==> src/rtl/jtir_pkg.sv <==
package jtir_pkg;
  localparam int IR_W = 2;

  typedef enum logic [IR_W-1:0] {
    OP_EXTEST = 2'b00,
    OP_USER   = 2'b01,
    OP_SAMPLE = 2'b10,
    OP_BYPASS = 2'b11
  } op_e;

  localparam logic [IR_W-1:0] IR_CAPTURE = 2'b01;
endpackage

==> src/rtl/jtir_ireg.sv <==
module jtir_ireg
  import jtir_pkg::*;
(
  input  logic tck,
  input  logic st_tlr,
  input  logic st_cap,
  input  logic st_shf,
  input  logic st_upd,
  input  logic tdi,
  output logic ir_lsb,
  output op_e  instr
);
  logic [IR_W-1:0] ir_sh;

  always_ff @(posedge tck) begin
    if (st_cap)      ir_sh <= IR_CAPTURE;
    else if (st_shf) ir_sh <= {tdi, ir_sh[IR_W-1:1]};
  end

  always_ff @(posedge tck) begin
    if (st_tlr)      instr <= OP_BYPASS;
    else if (st_upd) instr <= op_e'(ir_sh);
  end

  assign ir_lsb = ir_sh[0];


  a_r1_tlr_bypass: assert property (@(posedge tck) st_tlr |=> instr == OP_BYPASS);

  a_r2_cap_pattern: assert property (@(posedge tck) disable iff (st_tlr)
    st_cap |=> ir_sh == IR_CAPTURE);

  a_r3_instr_hold: assert property (@(posedge tck) disable iff (st_tlr)
    (!st_upd && !st_tlr) |=> instr == $past(instr));
endmodule

==> src/rtl/jtir_dreg.sv <==
module jtir_dreg
  import jtir_pkg::*;
#(
  parameter int              USR_W   = 8,
  parameter logic [USR_W-1:0] USR_CAP = 8'h55
) (
  input  logic             tck,
  input  logic             st_tlr,
  input  logic             st_cap,
  input  logic             st_shf,
  input  logic             st_upd,
  input  logic             tdi,
  input  op_e              instr,
  output logic             byp_q,
  output logic             usr_lsb,
  output logic [USR_W-1:0] usr_out
);
  logic [USR_W-1:0] usr_sh;
  logic             is_byp, is_usr;

  assign is_byp = (instr == OP_BYPASS);
  assign is_usr = (instr == OP_USER);

  always_ff @(posedge tck) begin
    if (is_byp) begin
      if (st_cap)      byp_q <= 1'b0;
      else if (st_shf) byp_q <= tdi;
    end
  end

  always_ff @(posedge tck) begin
    if (is_usr) begin
      if (st_cap)      usr_sh <= USR_CAP;
      else if (st_shf) usr_sh <= {tdi, usr_sh[USR_W-1:1]};
    end
  end

  always_ff @(posedge tck) begin
    if (st_tlr)                usr_out <= '0;
    else if (st_upd && is_usr) usr_out <= usr_sh;
  end

  assign usr_lsb = usr_sh[0];


  a_r5_byp_capture: assert property (@(posedge tck) disable iff (st_tlr)
    (st_cap && instr == OP_BYPASS) |=> byp_q == 1'b0);

  a_r6_usr_capture: assert property (@(posedge tck) disable iff (st_tlr)
    (st_cap && instr == OP_USER) |=> usr_sh == USR_CAP);

  a_r6_usr_out_hold: assert property (@(posedge tck) disable iff (st_tlr)
    (!(st_upd && instr == OP_USER) && !st_tlr) |=> $stable(usr_out));
endmodule

==> src/rtl/jtir_tdo.sv <==
module jtir_tdo
  import jtir_pkg::*;
(
  input  logic tck,
  input  logic st_shf_ir,
  input  logic st_shf_dr,
  input  op_e  instr,
  input  logic ir_lsb,
  input  logic byp_q,
  input  logic usr_lsb,
  input  logic bnd_so,
  output logic tdo,
  output logic tdo_oe
);
  logic dr_bit;

  always_comb begin
    unique case (instr)
      OP_BYPASS: dr_bit = byp_q;
      OP_USER:   dr_bit = usr_lsb;
      default:   dr_bit = bnd_so;
    endcase
  end

  always_ff @(negedge tck) begin
    tdo_oe <= st_shf_ir | st_shf_dr;
    tdo    <= st_shf_ir ? ir_lsb : dr_bit;
  end
endmodule

==> src/rtl/tap_ir_dr_sel.sv <==
module tap_ir_dr_sel
  import jtir_pkg::*;
#(
  parameter int               USR_W   = 8,
  parameter logic [USR_W-1:0] USR_CAP = 8'h55
) (
  input  logic             tck,
  input  logic             st_tlr,
  input  logic             st_cap_ir,
  input  logic             st_shf_ir,
  input  logic             st_upd_ir,
  input  logic             st_cap_dr,
  input  logic             st_shf_dr,
  input  logic             st_upd_dr,
  input  logic             tdi,
  input  logic             bnd_so,
  output logic [IR_W-1:0]  instr,
  output logic             bnd_extest,
  output logic             bnd_cap,
  output logic             bnd_shf,
  output logic             bnd_upd,
  output logic [USR_W-1:0] usr_out,
  output logic             tdo,
  output logic             tdo_oe
);
  op_e  op;
  logic ir_lsb, byp_q, usr_lsb, bnd_sel;

  jtir_ireg u_ireg (
    .tck(tck), .st_tlr(st_tlr), .st_cap(st_cap_ir), .st_shf(st_shf_ir),
    .st_upd(st_upd_ir), .tdi(tdi), .ir_lsb(ir_lsb), .instr(op)
  );

  jtir_dreg #(.USR_W(USR_W), .USR_CAP(USR_CAP)) u_dreg (
    .tck(tck), .st_tlr(st_tlr), .st_cap(st_cap_dr), .st_shf(st_shf_dr),
    .st_upd(st_upd_dr), .tdi(tdi), .instr(op), .byp_q(byp_q),
    .usr_lsb(usr_lsb), .usr_out(usr_out)
  );

  jtir_tdo u_tdo (
    .tck(tck), .st_shf_ir(st_shf_ir), .st_shf_dr(st_shf_dr), .instr(op),
    .ir_lsb(ir_lsb), .byp_q(byp_q), .usr_lsb(usr_lsb), .bnd_so(bnd_so),
    .tdo(tdo), .tdo_oe(tdo_oe)
  );

  assign bnd_sel    = (op == OP_EXTEST) || (op == OP_SAMPLE);
  assign bnd_extest = (op == OP_EXTEST);
  assign bnd_cap    = st_cap_dr & bnd_sel;
  assign bnd_shf    = st_shf_dr & bnd_sel;
  assign bnd_upd    = st_upd_dr & bnd_sel;
  assign instr      = op;


  a_r7_bnd_quiet: assert property (@(posedge tck) disable iff (st_tlr)
    (op == OP_BYPASS || op == OP_USER) |-> !(bnd_cap || bnd_shf || bnd_upd));
endmodule

==> config.mk <==
export PLATFORM = sky130hd
export DESIGN_NAME = tap_ir_dr_sel
export DESIGN_NICKNAME = d
export VERILOG_FILES = /design/src/rtl/jtir_pkg.sv /design/src/rtl/jtir_ireg.sv /design/src/rtl/jtir_dreg.sv /design/src/rtl/jtir_tdo.sv /design/src/rtl/tap_ir_dr_sel.sv
export SDC_FILE = /design/constraint.sdc
export NUM_CORES = 1
export LEC_CHECK = 0
export BUFFER_PORTS_ARGS = -buffer_cell sky130_fd_sc_hd__buf_2
export CORE_MARGIN = 4
export CORE_UTILIZATION = 45
export DETAILED_ROUTE_END_ITERATION = 10
export PLACE_DENSITY = 0.79
export RECOVER_POWER = 25
export SYNTH_ARGS = -nofsm -noshare
export SYNTH_HDL_FRONTEND = slang
export SYNTH_HIERARCHICAL = 1
export SYNTH_SLANG_ARGS = --single-unit
export TNS_END_PERCENT = 30
==> constraint.sdc <==
create_clock -name tck -period 1.5 [get_ports tck]
set_clock_uncertainty 0.1 [all_clocks]
set_input_delay 0.15 -clock tck [delete_from_list [all_inputs] [get_ports tck]]
set_output_delay 0.15 -clock tck [all_outputs]
set_load 0.005 [all_outputs]
-- After elaboration in Yosys (flattened, before gate mapping)
Index checks and enable logic that the tools add are counted.
- bits in registers: 23
- output and inout bits: 16
- logic and storage cells: 24
- equality and inequality tests: 3
- multiplexer cells: 4
- bitwise logic cells: 4
- reductions and logical operators: 6
- operators with widths (kind ; number):
    $mux 8 ; 1
    $eq 2x2->1 const B ; 2
    $reduce_and 2->1 ; 2
    $and 1x1->1 ; 3
    $eq 2x1->1 const B ; 1
    $logic_not 2->1 ; 1
    $mux 1 ; 2
    $pmux 1 s2 ; 1
    $reduce_bool 2->1 ; 1
    $logic_and 1x1->1 ; 1
    $logic_or 1x1->1 ; 1
    $or 1x1->1 ; 1

-- Depth between registers and ports, before layout
- word-level depth: 3
- gate-level depth with buffers: 3

-- Modules after synthesis
The synthesis kept the hierarchy.
- by module, submodules not included (module ; times used ; cells each ; area an instance (sq um) ; seq. area each (sq um)):
    jtir_dreg ; 1 ; 56 ; 700.7 ; 430.4
    jtir_ireg ; 1 ; 12 ; 138.9 ; 80.1
    jtir_tdo ; 1 ; 9 ; 88.8 ; 40.0
    tap_ir_dr_sel ; 1 ; 4 ; 22.5 ; 0.0

==> reports/results.env <==
RUN_STATUS='complete, but fails checks'
VIOLATIONS='negative setup slack'
FP-ROW-COUNT=16
MET3ROUTEDLENGTH_UM=64
FIN_NETS=129
WORST_SETUP_PATH_END_KIND='output port'
WORSTMARGINPINSLEW_NS=0.3475
DRV_SLEW=0
POST_SYNTH_MOST_FREQUENT_CELLS='nand2b_1, dfxtp_1, mux2i_1, nor2b_1, edfxtp_1'
MAXIMUM_NUMBER_OF_PINS_ON_ONE_NET_BEFORE_GLOBAL_ROUTE_REPAIR=19
POWER-PER-CELL-AREA_mW_PER_MM2=952.3
TOP_LAYER='met4'
SYNTH.NET_COUNT=91
DIE_WIDTH_UM=53.97
WL_MET1_UM=815
POSTROUTEWIRELENGTH_MM=1.788
TRACK_USAGE=0.1374
NUMBER_OF_ANTENNA_VIOLATIONS_AT_THE_FIRST_CHECK_IN_GLOBAL_ROUTING=0
TIMING_HOLD_VIOLATIONS_FINAL=0
PATH_DEPTH=1
WORST_EP_REQUIRED_TIME_NS=1.25
SYNTH_FF_TYPE='dfxtp_1'
SYNTH.YOSYS.WARNINGS=6
SEQUENTIALPOWERSHARE=0.615
VIAS_PER_CELL=4.662
CRIT_TYPE='reg -> out'
SYNTHARSTFLOPSHARE=0
POST_SYNTH_INSTANCE_AREA_UM2=950.9
VIAS_IN_THE_FIRST_GLOBAL_ROUTE=651
MAXSLEWHEADROOM=0.7684
SWITCHINGPOWER_mW=0.2672
CTS_TREE='built'
NUMCTSBUFFERS=3
HOLDPATHSTAGES=2
MEAN_INSTANCE_SIZE_IN_THE_SYNTHESIZED_NETLIST_UM2=11.74
SYNTHMOSTINSTANTIATEDCELL='nand2b_1'
PLACEDINSTANCEAREA_MM2=0.001146
DP_HPWL_MM=1.348
CORE_AR_MM2=0.001982
YOSYSTOPAREACELLSHARE=0.2947
YS_SEQ_ELEMENTS=23
REPORT.FINAL.SETUP_VIOL=3
CP.BUFFERS_INVERTERS=1
FINAL_NON_FILLER_CELL_AREA_MM2=0.001205
CTS.ROOT.BUFFER_CELL='clkbuf_4'
CPMAXSTAGEDELAYCELL='dfxtp_1'
CLK-INSERTION-DELAY-LATE_NS=0.30
DETAIL_ROUTE.ITER0.VIOLATIONS=14
FILLERINSTANCES=168
GRT_PASS1_WL_MM=2.891
CRITPATHARRIVALTIME_NS=1.51
PIN_COUNT=26
RSZ0062_AT_GRT='yes'
GLOBAL_ROUTE_CONGESTION_OVERFLOW_TOTAL=0
CELLS_TAKING_THE_MOST_AREA_AFTER_SYNTHESIS='dfxtp_1, edfxtp_1, mux2i_1'
SHARE_OF_SYNTHESIZED_AREA_OCCUPIED_BY_FLIP_FLOPS_AND_LATCHES=0.5789
POST_CTS.REPAIR.SETUP_BUFFERS=0
CTS.SINKS=23
DIE_Y_UM=53.97
ROUTED-WL-MET2_UM=847
AREAGROWTHSYNTHTOFINISH_PCT=26.71
CP_CELL_SEQUENCE='buf_2'
PLACE_WORST_SETUP_SLACK_NS=-0.1982
SYNTH.LIB_CELLS_USED.DISTINCT=17
POWER_FRAC_CLOCK=0.257
MAXCAPVIOLATIONS=0
CRITICAL_PATH.MAX_STAGE_DELAY_NS=0.29
CRIT_FANOUT=1
SYNTH_LARGEST_AREA_CELL='dfxtp_1'
TOTAL_VIA_COUNT_AFTER_DETAILED_ROUTING=676
MIN-DELAY-PATH-CLASS='in -> reg'
LAYOUT-DRIVE-GT1-SHARE=0.3390
P_LEAK_nW=0.5205
CTS-HTREE-LEVELS=1
SHARE_COMB_OF_TOTAL_POWER=0.128
GLOBALPLACE.CONGESTION=0.6564
NUMBER_OF_INSTANCES_IN_THE_SYNTHESIZED_NETLIST=81
POWER.IR.VDD_WORST_mV=0.4475
DRT-WIRELENGTH-PER-CELL_UM=12.33
FLOORPLAN.INITIALDENSITY=0.4798
SETUP_SLACK_NS=-0.2557
CTS_MAX_PATH_BUFFERS=2
CATEGORY_OF_THE_WORST_SETUP_PATH_LAUNCH_POINT='flop'
DETAIL_ROUTE.FIRST_PASS.ITERATIONS=4
REG2REGPATHDEPTH=2
COUNT_OF_FLIP_FLOPS_WITH_A_BUILT_IN_ENABLE_AFTER_SYNTHESIS=9
TOP_CELL_FAMILY_BY_DELAY_ON_THE_CRITICAL_PATH='flip-flops'
DIODES=0
CLKSLEWWORSTSETUPHOLDPATHS_NS=0.12
POST-ROUTE-DRC-COUNT=0
PLACE.PORT_BUFFERS=25
P_SW_FRAC=0.2329
DIE-AREA_MM2=0.002913
INTERNAL_CELL_POWER_mW=0.8801
DRT.ANTENNA.VIOLATING_NETS=0
==> final cells by class <==
class	count	area, um2	share of cell area
multi-input cells	54	380.4	0.3157
flip-flops and latches	23	555.5	0.4611
well taps	27	33.78	0.02804
repair buffers	34	197.7	0.1641
inverters	1	3.754	0.003115
clock buffers	4	26.28	0.02181
clock inverters	2	7.507	0.006231
==> through the flow <==
| stage | setup TNS [ns] | hold slack [ns] | total power [mW] | utilization | instances |
|---|---|---|---|---|---|
| 2_1_floorplan | -0.1827 | 0.1224 | 0.8044 | - | 81 |
| 3_3_place_gp | -0.1921 | 0.2276 | 0.8679 | 0.5783 | 137 |
| 3_5_place_dp | -0.2075 | 0.2307 | 0.8744 | 0.5783 | 137 |
| 4_1_cts | -0.7171 | 0.1122 | 1.161 | 0.6086 | 145 |
| 5_1_grt | -0.7783 | 0.1328 | 1.200 | 0.6080 | 145 |
| 6_report | -0.6812 | 0.1189 | 1.147 | 0.6080 | 145 |
==> cell usage in the layout (no fill, tap or decap), types with 3 or more instances in the layout <==
cell	netlist	final
a211o_1	3	3
buf_2	0	22
buf_4	0	6
clkbuf_1	1	3
clkbuf_4	0	3
dfxtp_1	14	12
dlygate4sd3_1	0	3
edfxtp_1	9	9
inv_1	2	3
mux2i_1	10	10
nand2b_1	16	16
nor2_1	4	4
nor2b_1	10	10
or2_2	5	5
==> repair_timing <==
action	4_1_cts	5_1_grt
resized for setup	0	1
endpoints found under the setup margin	3	3
hold endpoints to repair	4	0
hold buffers	3	0
==> metal layers <==
metal | GRT usage | vias to the layer above
met5 | 0 | -
met4 | 0.07469 | 0
met3 | 0.01939 | 6
met2 | 0.2097 | 14
met1 | 0.1865 | 308
li1 | - | 348
==> flip-flops by register name (all words and copies together) (netlist names) <==
name and flops:
u_ireg/instr 2, u_tdo/tdo_oe 1, u_dreg/byp_q 1, u_dreg/usr_sh 8, u_ireg/ir_sh 2, u_dreg/usr_out 8, u_tdo/tdo 1
==> power groups by stage <==
| stage | clock network, mW | logic, mW | registers, mW |
|---|---|---|---|
| global route | 0.326 | 0.164 | 0.710 |
| global placement | 0.0125 | 0.139 | 0.716 |
| finish | 0.295 | 0.147 | 0.705 |
| floorplan | 0.0125 | 0.0723 | 0.720 |
| CTS | 0.306 | 0.150 | 0.705 |
| detailed placement | 0.0125 | 0.143 | 0.719 |
==> worst register-to-register path, stage by stage, from the launching register on <==
cell and delay (ns):
dfxtp_4 0.38, or3b_1 0.35, o211ai_1 0.08
==> path summary, 6_finish.rpt <==
check / start / end / slack, ns
worst max register to register: u_ireg/instr[0]$_SDFFE_PP1P_ / u_tdo/tdo$_DFF_N_ / -0.17
worst min register to register: u_dreg/usr_out[4]$_SDFFE_PP0P_ / u_dreg/usr_out[4]$_SDFFE_PP0P_ / 0.38
worst min-delay path: st_tlr / u_ireg/instr[0]$_SDFFE_PP1P_ / 0.12
worst max-delay path: u_tdo/tdo_oe$_DFF_N_ / tdo_oe / -0.26
==> cells by family (layout without fill, tap and decap cells) <==
| logic type | Yosys count | after routing | synth area share |
|---|---|---|---|
| buffers and inverters | 4 | 41 | 0.02368 |
| AOI/OAI and AO/OA | 5 | 5 | 0.04079 |
| and+or+nand+nor | 39 | 39 | 0.2513 |
| DFF | 23 | 23 | 0.5789 |
| muxes | 10 | 10 | 0.1053 |
(Power assumes the default switching activity.)
